## src/rtl/usb_pwr_pkg.sv

```systemverilog
package usb_pwr_pkg;

   typedef enum logic [1:0] {
      LS_SE0 = 2'b00,
      LS_J   = 2'b01,
      LS_K   = 2'b10,
      LS_SE1 = 2'b11
   } line_t;

   localparam int unsigned REG_W  = 8;
   localparam int unsigned B_EN   = 0;
   localparam int unsigned B_ACT  = 1;
   localparam int unsigned B_WAKE = 2;
   localparam int unsigned B_RES  = 3;
   localparam int unsigned B_SUS  = 4;
   localparam int unsigned B_MASK = 5;

endpackage

```

## src/rtl/usb_pwr_timer.sv

```systemverilog
module usb_pwr_timer #(
   parameter int unsigned LIMIT = 4
) (
   input  logic clk,
   input  logic rst_n,
   input  logic clr,
   input  logic run,
   output logic expired
);
   localparam int unsigned CW = (LIMIT < 2) ? 1 : $clog2(LIMIT);
   localparam logic [CW-1:0] LAST = CW'(LIMIT - 1);

   generate
      if (LIMIT < 2) begin : g_bad_limit
         $error("usb_pwr_timer: LIMIT must be at least 2");
      end
   endgenerate

   logic [CW-1:0] cnt;

   always_ff @(posedge clk or negedge rst_n) begin
      if (!rst_n)                   cnt <= '0;
      else if (clr)                 cnt <= '0;
      else if (run && cnt != LAST)  cnt <= cnt + 1'b1;
   end

   assign expired = run & ~clr & (cnt == LAST);

   assert_expiry_needs_run_R5: assert property (@(posedge clk) disable iff (!rst_n)
      expired |-> $past(run) && !$past(clr));

endmodule

```

## src/rtl/usb_pwr_core.sv

```systemverilog
module usb_pwr_core
   import usb_pwr_pkg::*;
#(
   parameter int unsigned SUSP_CYC = 288000,
   parameter int unsigned WAKE_CYC = 144000,
   parameter int unsigned RST_CYC  = 120
) (
   input  logic  clk,
   input  logic  rst_n,
   input  logic  en,
   input  logic  mask,
   input  line_t line,
   input  logic  bus_idle,
   input  logic  xact_busy,
   input  logic  wake_req,
   output logic  susp_set,
   output logic  res_set,
   output logic  suspended,
   output logic  waking,
   output logic  active
);
   logic se0, kst, idle_exp, rst_now, wake_done, resume_seen;

   assign se0 = (line == LS_SE0);
   assign kst = (line == LS_K);

   usb_pwr_timer #(.LIMIT(SUSP_CYC)) u_idle_tmr (
      .clk(clk), .rst_n(rst_n),
      .clr(~en | ~bus_idle | suspended),
      .run(en & bus_idle & ~suspended),
      .expired(idle_exp));

   usb_pwr_timer #(.LIMIT(RST_CYC)) u_rst_tmr (
      .clk(clk), .rst_n(rst_n),
      .clr(~en | ~se0),
      .run(en & se0),
      .expired(rst_now));

   usb_pwr_timer #(.LIMIT(WAKE_CYC)) u_wake_tmr (
      .clk(clk), .rst_n(rst_n),
      .clr(~waking),
      .run(waking),
      .expired(wake_done));

   assign resume_seen = en & suspended & ~waking & kst & ~rst_now;
   assign susp_set    = idle_exp;
   assign res_set     = resume_seen & ~mask;

   always_ff @(posedge clk or negedge rst_n) begin
      if (!rst_n) begin
         suspended <= 1'b0;
         waking    <= 1'b0;
         active    <= 1'b0;
      end else if (!en) begin
         suspended <= 1'b0;
         waking    <= 1'b0;
         active    <= 1'b0;
      end else begin
         active <= xact_busy & ~rst_now;
         if (rst_now)          suspended <= 1'b0;
         else if (idle_exp)    suspended <= 1'b1;
         else if (resume_seen) suspended <= 1'b0;
         if (rst_now)                                  waking <= 1'b0;
         else if (waking && wake_done)                 waking <= 1'b0;
         else if (wake_req && suspended && !waking)    waking <= 1'b1;
      end
   end

   assert_wake_only_suspended_R3: assert property (@(posedge clk) disable iff (!rst_n)
      waking |-> suspended);

   assert_reset_leaves_suspend_R10: assert property (@(posedge clk) disable iff (!rst_n)
      rst_now |=> !suspended && !waking && !active);

   assert_wake_ignored_R11: assert property (@(posedge clk) disable iff (!rst_n)
      wake_req && !suspended && !waking |=> !waking);

endmodule

```

## src/rtl/usb_pwr_ctl.sv

```systemverilog
module usb_pwr_ctl
   import usb_pwr_pkg::*;
#(
   parameter int unsigned SUSP_CYC = 288000,
   parameter int unsigned WAKE_CYC = 144000,
   parameter int unsigned RST_CYC  = 120
) (
   input  logic             clk,
   input  logic             rst_n,
   input  logic             cfg_wr,
   input  logic [REG_W-1:0] cfg_wdata,
   output logic [REG_W-1:0] cfg_rdata,
   input  logic [1:0]       line_state,
   input  logic             bus_idle,
   input  logic             xact_busy,
   output logic             drv_oe,
   output logic             drv_k,
   output logic             irq
);
   generate
      if (WAKE_CYC < 2 || SUSP_CYC < 2 || RST_CYC < 2) begin : g_bad_cfg
         $error("usb_pwr_ctl: all interval parameters must be at least 2");
      end
   endgenerate

   logic en_q, mask_q, sus_sts, res_sts;
   logic susp_set, res_set, suspended, waking, active;
   logic wake_req, clr_sus, clr_res;
   logic unused_wbits;

   assign unused_wbits = ^{cfg_wdata[7:6], cfg_wdata[B_ACT]};
   assign wake_req = cfg_wr & cfg_wdata[B_WAKE];
   assign clr_sus  = cfg_wr & cfg_wdata[B_SUS];
   assign clr_res  = cfg_wr & cfg_wdata[B_RES];

   usb_pwr_core #(.SUSP_CYC(SUSP_CYC), .WAKE_CYC(WAKE_CYC), .RST_CYC(RST_CYC)) u_core (
      .clk(clk), .rst_n(rst_n), .en(en_q), .mask(mask_q),
      .line(line_t'(line_state)), .bus_idle(bus_idle), .xact_busy(xact_busy),
      .wake_req(wake_req), .susp_set(susp_set), .res_set(res_set),
      .suspended(suspended), .waking(waking), .active(active));

   always_ff @(posedge clk or negedge rst_n) begin
      if (!rst_n) begin
         en_q    <= 1'b0;
         mask_q  <= 1'b0;
         sus_sts <= 1'b0;
         res_sts <= 1'b0;
         irq     <= 1'b0;
      end else begin
         if (cfg_wr) begin
            en_q   <= cfg_wdata[B_EN];
            mask_q <= cfg_wdata[B_MASK];
         end
         if (!en_q) begin
            sus_sts <= 1'b0;
            res_sts <= 1'b0;
         end else begin
            sus_sts <= susp_set | (sus_sts & ~clr_sus);
            res_sts <= res_set  | (res_sts & ~clr_res);
         end
         irq <= en_q & ((sus_sts & ~mask_q) | res_sts);
      end
   end

   assign drv_oe = waking & en_q;
   assign drv_k  = waking & en_q;

   always_comb begin
      cfg_rdata         = '0;
      cfg_rdata[B_EN]   = en_q;
      cfg_rdata[B_ACT]  = active;
      cfg_rdata[B_WAKE] = waking;
      cfg_rdata[B_RES]  = res_sts;
      cfg_rdata[B_SUS]  = sus_sts;
      cfg_rdata[B_MASK] = mask_q;
   end

   assert_disabled_quiet_R1: assert property (@(posedge clk) disable iff (!rst_n)
      !en_q |=> !sus_sts && !res_sts && !active && !waking);

   assert_sus_sticky_R6: assert property (@(posedge clk) disable iff (!rst_n)
      en_q && sus_sts && !clr_sus |=> sus_sts);

   assert_mask_hides_sus_R8: assert property (@(posedge clk) disable iff (!rst_n)
      mask_q && !res_sts |=> !irq);

   assert_irq_follows_res_R9: assert property (@(posedge clk) disable iff (!rst_n)
      en_q && res_sts |=> irq);

   assert_drive_pair_R3: assert property (@(posedge clk) disable iff (!rst_n)
      drv_k |-> drv_oe);

endmodule

```

## config.mk

```make
export PLATFORM = sky130hd
export DESIGN_NAME = usb_pwr_ctl
export DESIGN_NICKNAME = d
export VERILOG_FILES = /design/src/rtl/usb_pwr_pkg.sv /design/src/rtl/usb_pwr_timer.sv /design/src/rtl/usb_pwr_core.sv /design/src/rtl/usb_pwr_ctl.sv
export SDC_FILE = /design/constraint.sdc
export NUM_CORES = 1
export LEC_CHECK = 0
export CORE_MARGIN = 1.5
export CORE_UTILIZATION = 50
export CTS_CLUSTER_DIAMETER = 60
export DETAILED_ROUTE_END_ITERATION = 12
export HOLD_SLACK_MARGIN = 0.15
export PLACE_DENSITY = 0.74
export RECOVER_POWER = 25
export SLEW_MARGIN = 10
export SYNTH_ARGS = -nofsm -noshare
export SYNTH_HDL_FRONTEND = slang
export SYNTH_SLANG_ARGS = --single-unit
```

## constraint.sdc

```tcl
create_clock -name clk -period 1.9 [get_ports clk]
set_clock_uncertainty 0.2 [all_clocks]
set_input_delay 0.38 -clock clk [delete_from_list [all_inputs] [get_ports clk]]
set_output_delay 0.38 -clock clk [all_outputs]
set_load 0.01 [all_outputs]
```

==> flow_metrics.tcl, run 1 <==
set metrics [dict create \
    synthArstFlopShare_pct 100 \
    drc 0 \
    critPathArrivalTime_ps 1880 \
    first_pass_iters 4 \
    worst_skew_pair.late_latency_ps 320 \
    antenna_found_initial 0 \
    synthesis.instances 293 \
    grt-ovfl-total 0 \
    ys_warn_count 0 \
    io-pin-count 26 \
    synth_area_leader_cell "dfrtp_1" \
    power_leakage_nw 1.41 \
    slew_violations 0 \
    final_cells 418 \
    whs_ps 311 \
    place_inst 407 \
    groute.usage.overall_pct 20.7 \
    grt_setup_unrepaired "true" \
    path_buf_inv 0 \
    die_y_um 77.7 \
    worstHoldPathType "flip-flop to flip-flop" \
    fin_crit_ps 1850 \
    antenna_left 0 \
    syn_area_um2 2790 \
    vias 2424 \
    register_area_um2 1300 \
    numCtsBuffers 5 \
    ys_top_cells_by_area "dfrtp_1 (47%), nand4_1 (3.6%), nand2_1 (3.5%)" \
    crit_chain "or4b_4 -> or4_4 -> a21oi_1" \
    drive_gt1_share_pct 20.7 \
    dieWidth_um 77.7 \
    critical_path_class "flip-flop to flip-flop" \
    worstSetupEndpointType "flip-flop" \
    grt_pass1_vias 2266 \
    ys_ff_latch 52 \
    fmax_mhz 541 \
    outcome "finished, final reports clean" \
    p_per_area_nw_per_um2 563 \
    synth_edf_count 0 \
    total_power_mw 1.92 \
    grt_pass1_wl_um 10100 \
    tritoncts "done" \
    die_area_um2 6030 \
    cts-htree-levels 2 \
    port_buffers 20 \
    critPathLaunchType "flip-flop" \
    start_util_pct 53.2 \
    areaGrowthSynthToFinish_pct 22.5 \
    peakVddDrop_mv 0.305 \
    worst_slew_pin_slew_ps 692 \
    cp_slowest_cell "or4b_4" \
    wl_per_cell_um 14.1 \
    fillers 427 \
    clockBufferDepth 2 \
    finalHoldViolCount 0 \
    fp-row-count 26 \
    first_iter_violations 145 \
    coreArea_um2 5240 \
    clock-sinks 52 \
    avgSynthCellArea_um2 9.51 \
    grt_start_max_net_pins 53 \
    avgViaCountPerCell 5.80 \
    critPathRequiredTime_ps 1930 \
    critPathMaxFanout 3 \
    cap_violations 0 \
    yosysSeqAreaShare_pct 46.7 \
    path_clk_slew_ps 100 \
    crit_family "simple AND/OR/NAND/NOR gates" \
    cp_slowest_stage_delay_ps 510 \
    setup_viol_count_final 0 \
    synth.distinct_cells 53 \
    n_antenna_cell 0 \
    wirelength_um 5880 \
    final_nets 365 \
    yosys.area.top_type_share_pct 46.7 \
    fin_tns_setup_ps 0 \
    hpwl_um 4300 \
    clockRootBuffer "clkbuf_8" \
    ys.flop_type "dfrtp_1" \
    place_congestion 0.864 \
    multi_input_area_um2 1370 \
    fin_crit_sh_pct 97.3 \
    slew_headroom_pct 53.8 \
]
[where the power goes]
part | internal [mW] | switching, mW
registers | 1.12 | 0.00581
clock network | 0.271 | 0.393
logic | 0.0653 | 0.0725
total | 1.45 | 0.472
[state kept, by name, summed over array words and instances, names as in the netlist]
name,cells
u_core.u_idle_tmr.cnt,19
u_core.u_wake_tmr.cnt,18
u_core.u_rst_tmr.cnt,7
en_q,1
irq,1
mask_q,1
res_sts,1
sus_sts,1
u_core.active,1
u_core.suspended,1
u_core.waking,1
[path summary, 6_finish.rpt]
kind	slack, ps	start	end	cells after the start
max	50	u_core.u_idle_tmr.cnt[16]	u_core.u_idle_tmr.cnt[2]	3
min	310	u_core.u_wake_tmr.cnt[5]	u_core.u_wake_tmr.cnt[5]	1
max reg2reg	50	u_core.u_idle_tmr.cnt[16]	u_core.u_idle_tmr.cnt[2]	3
min reg2reg	310	u_core.u_wake_tmr.cnt[5]	u_core.u_wake_tmr.cnt[5]	1
max in group asynchronous	450	rst_n	u_core.u_idle_tmr.cnt[8]	3
min in group asynchronous	540	rst_n	u_core.u_rst_tmr.cnt[2]	3
[cell type report]
class / instances / area share (%)
multi-input cells: 215 / 40.0
flip-flops and latches: 52 / 38.1
repair buffers: 66 / 15.7
well taps: 70 / 2.57
clock buffers: 5 / 2.02
clock inverters: 3 / 0.806
inverters: 7 / 0.770
[what timing repair did]
action,in CTS,in global routing
endpoints found under the setup margin,3,10
hold buffers,1,0
hold endpoints to repair,52,0
pin swaps,0,1
gates cloned,0,0
resized for setup,3,8
buffers inserted,1,1
[synthesized netlist by cell type, types with 2 or more instances]
master and number:
o41ai_1 3, mux2i_1 6, nor2b_1 2, nor4bb_1 2, mux2_2 2, inv_1 7, o211ai_1 3, o21ai_0 9
nand4_1 16, a21oi_1 13, nor4_1 4, a211oi_1 2, nand3_1 15, a41oi_1 3, nand3b_1 2, dfrtp_1 52
o31ai_1 3, nor3_1 13, ha_1 3, and2_1 3, a31oi_1 5, nand2_1 26, nand4b_1 2, or3_1 8
buf_2 4, xor2_1 7, clkbuf_1 6, xnor2_1 7, nor2_1 26, and3_1 3, buf_4 9, nand2b_1 3
or2_2 2, and4_1 3
[per-layer routing]
metal / share of wire [%] / global-route usage, % / vias to the layer above
met5: 0 / 0 / -
met4: 1.2 / 6.55 / 0
met3: 3.9 / 3.41 / 6
met2: 46 / 32.4 / 58
met1: 49 / 29.2 / 1185
li1: - / - / 1175
[per-stage QoR]
stage	utilization [%]	worst slack (ps)	cell area [um^2]
finish	65.2	51.7	3410
global placement	62.8	-172	3290
CTS	64.9	21.3	3400
detailed placement	62.8	-192	3290
floorplan	-	16.6	2790
global route	65.2	-15.0	3410
[cells by family after synthesis]
kind of cell,Yosys count,share of synthesized area [%]
compound gates,49,11.5
fa+ha+maj,3,1.35
other cells,1,0.135
flops,52,46.7
xor+xnor,14,4.40
buf+inv,27,5.30
mux,8,2.96
simple gates,139,27.6
[cells in the final DEF (no fill, tap or decap), types with 4 or more instances in the layout]
| cell type | instances |
|---|---|
| inv_1 | 7 |
| nor2_1 | 25 |
| mux2i_1 | 6 |
| a31oi_1 | 5 |
| clkbuf_8 | 5 |
| dfrtp_1 | 51 |
| buf_4 | 43 |
| o21ai_0 | 9 |
| nand4_1 | 16 |
| xnor2_1 | 7 |
| nor3_1 | 13 |
| xor2_1 | 7 |
| nand2_1 | 26 |
| clkdlybuf4s50_1 | 16 |
| nand3_1 | 15 |
| or3_1 | 7 |
| a21oi_1 | 13 |
| nor4_1 | 4 |
(Power assumes the default switching activity.)
==> run 2: changes to the inputs <==
--- a/config.mk
+++ b/config.mk
@@ -5,7 +5,6 @@
 export SDC_FILE = /design/constraint.sdc
 export NUM_CORES = 1
 export LEC_CHECK = 0
-export CORE_MARGIN = 1.5
 export CORE_UTILIZATION = 50
 export CTS_CLUSTER_DIAMETER = 60
 export DETAILED_ROUTE_END_ITERATION = 12
==> run 2 against run 1 <==
Against the previous run:
- final cell count is 1.2% higher
- critical path depth grew 2
- highest routed layer unchanged
- wire length is 6.5% higher
- core utilization increased by 1.4 points
- maximum frequency fell by 1.2%
- register-to-register slack got worse by 20 ps
- die area down 2.6%
- design area increased by 2.1%
- first-iteration DRC count up 13%
- global-route usage is 2.1 points higher
- sequential share of layout area down 0.74 points
- total power up 9.2%
==> flow_metrics.tcl, run 2 (same netlist as run 1, synthesis figures left out) <==
set metrics [dict create \
    drc 0 \
    worst_skew_pair.late_latency_ps 310 \
    regMostFlops "u_core.u_idle_tmr.cnt" \
    grt_pass1_vias 2378 \
    die_area_um2 5880 \
    register_area_um2 1300 \
    critPathRequiredTime_ps 1910 \
    reg2reg_depth 5 \
    fin_util_pct 66.6 \
    antenna_left 0 \
    total_power_mw 2.10 \
    p_per_area_nw_per_um2 602 \
    grt_start_max_net_pins 20 \
    tritoncts "done" \
    antenna_found_initial 0 \
    fin_crit_sh_pct 98.5 \
    numCtsBuffers 5 \
    largest_register_ffs 19 \
    groute.usage.overall_pct 22.8 \
    final_nets 370 \
    critPathLaunchType "flip-flop" \
    critical_path_class "flip-flop to flip-flop" \
    worstHoldPathType "flip-flop to flip-flop" \
    fillers 405 \
    postPlaceCellArea_um2 3310 \
    wl_per_cell_um 14.8 \
    fin_crit_ps 1870 \
    port_buffers 20 \
    grt_setup_unrepaired "true" \
    grt-ovfl-total 0 \
    final_area_um2 3490 \
    areaGrowthSynthToFinish_pct 25.1 \
    mostFrequentLayoutCell "dfrtp_1" \
    coreArea_um2 5240 \
    first_iter_violations 164 \
    clock-sinks 52 \
    die_y_um 76.7 \
    clockBufferDepth 2 \
    power_leakage_nw 1.46 \
    whs_ps 327 \
    worstHoldPathCells 1 \
    outcome "finished, final reports clean" \
    final_cell_mix "dfrtp_1 (50), buf_4 (48), nand2_1 (26)" \
    cts-htree-levels 2 \
    n_antenna_cell 0 \
    dieWidth_um 76.7 \
    setup_viol_count_final 0 \
    first_pass_iters 4 \
    fp-row-count 26 \
    worstSetupEndpointType "flip-flop" \
    finalHoldViolCount 0 \
    path_clk_slew_ps 100 \
    critPathMaxFanout 4 \
    fmax_mhz 535 \
    wirelength_um 6260 \
    grt_pass1_wl_um 10800 \
    drive_gt1_share_pct 21.8 \
    cap_violations 0 \
    peakVddDrop_mv 0.301 \
    start_util_pct 53.2 \
    io-pin-count 26 \
    vias 2464 \
    slew_violations 0 \
    reg_top3 "u_core.u_idle_tmr.cnt (19), u_core.u_wake_tmr.cnt (18), u_core.u_rst_tmr.cnt (7)" \
    place_congestion 0.900 \
    clockRootBuffer "clkbuf_8" \
    hpwl_um 4690 \
    critPathArrivalTime_ps 1880 \
    avgViaCountPerCell 5.83 \
    multi_input_area_um2 1360 \
]
-- run 2: critical path, cell delays in order, from the launching register on --
cell and delay (ps):
dfrtp_1 390, or4b_4 560, nor3_4 170, buf_4 170
a21oi_1 70, nor3_1 200
-- run 2: metrics by stage --
step | setup slack, ps | std cells | TNS [ps]
4_1_cts | 20.0 | 422 | 0
5_1_grt | -42.9 | 423 | -82.1
6_report | 29.4 | 423 | 0
2_1_floorplan | 16.6 | 294 | 0
3_5_place_dp | -172 | 409 | -515
3_3_place_gp | -183 | 409 | -516
-- run 2: path summary, 6_finish.rpt --
path / from / to / slack (ps)
worst max-delay path: u_core.u_idle_tmr.cnt[11] / u_core.u_idle_tmr.cnt[7] / 30
worst min-delay path: u_core.u_wake_tmr.cnt[5] / u_core.u_wake_tmr.cnt[5] / 330
worst max register to register: u_core.u_idle_tmr.cnt[11] / u_core.u_idle_tmr.cnt[7] / 30
worst min register to register: u_core.u_wake_tmr.cnt[5] / u_core.u_wake_tmr.cnt[5] / 330
max in group asynchronous: rst_n / u_core.u_wake_tmr.cnt[11] / 350
min in group asynchronous: rst_n / res_sts / 350
-- run 2: per-layer routing --
metal,track usage [%],part of all wire (%),vias up
met4,5.00,0.64,0
met5,0,0,-
li1,-,-,1181
met1,30.4,46,1216
met2,39.0,49,61
met3,3.45,4.2,6
-- run 2: layout make-up --
class                           count  area share [%]
Tap cell                           70            2.51
Multi-Input combinational cell    215            38.9
Timing Repair Buffer               71            16.8
Sequential cell                    52            37.4
Clock inverter                      1           0.861
Inverter                            7           0.754
Clock buffer                        7            2.76
-- run 2: repair_timing --
action                     4_1_cts  5_1_grt
hold endpoints to repair        16        0
setup endpoints to repair        6        8
buffers inserted                 4        1
hold buffers                     1        0
pin swaps                        0        1
resized for setup                9        6
-- run 2: report_power, final --
part | internal, mW | switching [mW]
clock network | 0.465 | 0.360
logic | 0.0758 | 0.0746
registers | 1.12 | 0.00800
total | 1.66 | 0.443
==> run 3: changes to the inputs <==
--- a/config.mk
+++ b/config.mk
@@ -8,6 +8,7 @@
 export CORE_UTILIZATION = 50
 export CTS_CLUSTER_DIAMETER = 60
 export DETAILED_ROUTE_END_ITERATION = 12
+export GPL_TIMING_DRIVEN = 0
 export HOLD_SLACK_MARGIN = 0.15
 export PLACE_DENSITY = 0.74
 export RECOVER_POWER = 25
==> run 3 against run 2 <==
Against the previous run:
- hold slack lost 19 ps
- maximum frequency down 1.3%
- sequential share of layout area grew 0.46 points
- non-clock buffer count down 11
- highest routed layer unchanged
- critical endpoint is now u_core.u_idle_tmr.cnt[12]
- via count fell by 1.4%
==> flow_metrics.tcl, run 3 (same netlist as run 1, synthesis figures left out) <==
set metrics [dict create \
    outcome "finished, final reports clean" \
    place_ws_ps -534 \
    groute.usage.overall_pct 21.4 \
    clockBufferDepth 2 \
    io-pin-count 26 \
    final_nets 359 \
    p_comb_share_pct 7.7 \
    clock-sinks 52 \
    worst_skew_pair.late_latency_ps 310 \
    p_per_area_nw_per_um2 560 \
    critPathRequiredTime_ps 1920 \
    setup_slack_ps 5.00 \
    cap_violations 0 \
    largest_register_ffs 19 \
    fin_crit_sh_pct 99.7 \
    fillers 414 \
    cts-htree-levels 2 \
    regMostFlops "u_core.u_idle_tmr.cnt" \
    p_seq_share_pct 58.0 \
    total_power_mw 1.93 \
    slew_violations 0 \
    power_leakage_nw 1.43 \
    p_sw_share_pct 23.4 \
    mostFrequentLayoutCell "dfrtp_1" \
    fin_crit_ps 1900 \
    fmax_mhz 528 \
    first_iter_violations 189 \
    coreArea_um2 5240 \
    drc 0 \
    slew_headroom_pct 64.4 \
    antenna_left 0 \
    critPathMaxFanout 6 \
    die_area_um2 5880 \
    setup_viol_count_final 0 \
    start_util_pct 53.2 \
    port_buffers 20 \
    grt_start_max_net_pins 33 \
    drive_gt1_share_pct 22.5 \
    path_clk_slew_ps 100 \
    grt_pass1_vias 2224 \
    worstHoldPathType "flip-flop to flip-flop" \
    n_antenna_cell 0 \
    wl_per_cell_um 14.9 \
    cp_slowest_cell "or4_1" \
    wirelength_um 6130 \
    vias 2430 \
    crit_chain "ha_2 -> and2_4 -> buf_6 -> nand3_4 -> or4_1 -> a21oi_1" \
    first_pass_iters 5 \
    worstSetupEndpointType "flip-flop" \
    worst_slew_pin_slew_ps 534 \
    die_y_um 76.7 \
    dieWidth_um 76.7 \
    postPlaceCellArea_um2 3090 \
    place_congestion 0.816 \
    cp_slowest_stage_delay_ps 530 \
    clockRootBuffer "clkbuf_8" \
    numCtsBuffers 5 \
    grt-ovfl-total 0 \
    switchingPower_mw 0.452 \
    finalHoldViolCount 0 \
    critPathLaunchType "flip-flop" \
    internal_power_mw 1.48 \
    final_area_um2 3450 \
    areaGrowthSynthToFinish_pct 23.9 \
    grt_pass1_wl_um 10200 \
    antenna_found_initial 0 \
    final_cell_mix "dfrtp_1 (47), nand2_1 (25), buf_4 (25)" \
    critical_path_class "flip-flop to flip-flop" \
    whs_ps 308 \
    fp-row-count 26 \
    reg_top3 "u_core.u_idle_tmr.cnt (19), u_core.u_wake_tmr.cnt (18), u_core.u_rst_tmr.cnt (7)" \
    fin_tns_setup_ps 0 \
    hpwl_um 3990 \
    critPathArrivalTime_ps 1920 \
    tritoncts "done" \
    peakVddDrop_mv 0.347 \
    grt_setup_unrepaired "true" \
    avgViaCountPerCell 5.90 \
    clockPowerShare_pct 34.3 \
]
## run 3: routing by layer
metal	track usage (%)	routed length [um]	share of wire, %
met2	34.2	3010	49
met4	5.58	48	0.78
met3	3.81	258	4.2
met1	29.9	2820	46
met5	0	0	0
## run 3: critical path: cells and delay by family, from the launching register on
kind | cells | cell delay (ps)
compound gates | 1 | 150
fa+ha+maj | 1 | 190
buf+inv | 1 | 120
flops | 1 | 370
simple gates | 3 | 770
## run 3: path summary, 6_finish.rpt
| check | from | end | slack (ps) | cells after the start |
|---|---|---|---|---|
| min in group asynchronous | rst_n | res_sts | 380 | 2 |
| hold / removal | u_core.u_wake_tmr.cnt[5] | u_core.u_wake_tmr.cnt[5] | 310 | 1 |
| hold reg to reg | u_core.u_wake_tmr.cnt[5] | u_core.u_wake_tmr.cnt[5] | 310 | 1 |
| max in group asynchronous | rst_n | u_core.waking | 210 | 3 |
| setup reg to reg | u_core.u_idle_tmr.cnt[0] | u_core.u_idle_tmr.cnt[12] | 5 | 6 |
| setup / recovery | u_core.u_idle_tmr.cnt[0] | u_core.u_idle_tmr.cnt[12] | 5 | 6 |
## run 3: what timing repair did
action	in CTS	in global routing
resized for setup	23	27
setup endpoints to repair	22	37
pin swaps	8	13
hold endpoints to repair	20	0
hold buffers	1	0
buffers inserted	10	9
## run 3: power by group through the flow
stage	combinational, mW	clock [mW]	sequential [mW]
after global routing	0.164	0.715	1.12
final	0.149	0.663	1.12
after CTS	0.153	0.676	1.12
after global placement	0.129	0	1.15
after detailed placement	0.134	0	1.15
after floorplan	0.0585	0	1.14
## run 3: area by class of cell
class	instances	area, um^2	area share (%)
well taps	70	87.6	2.54
repair buffers	41	367	10.6
inverters	7	26.3	0.761
clock buffers	7	86.3	2.50
flip-flops and latches	52	1310	37.9
clock inverters	1	7.51	0.217
plain buffers	19	150	4.35
multi-input cells	215	1420	41.2
## run 3: metrics by stage
stage                     util, %  cells
after floorplan                 -    294
after global placement       58.8    384
after detailed placement     59.1    385
after CTS                    63.6    403
after global routing         65.9    412
final                        65.9    412
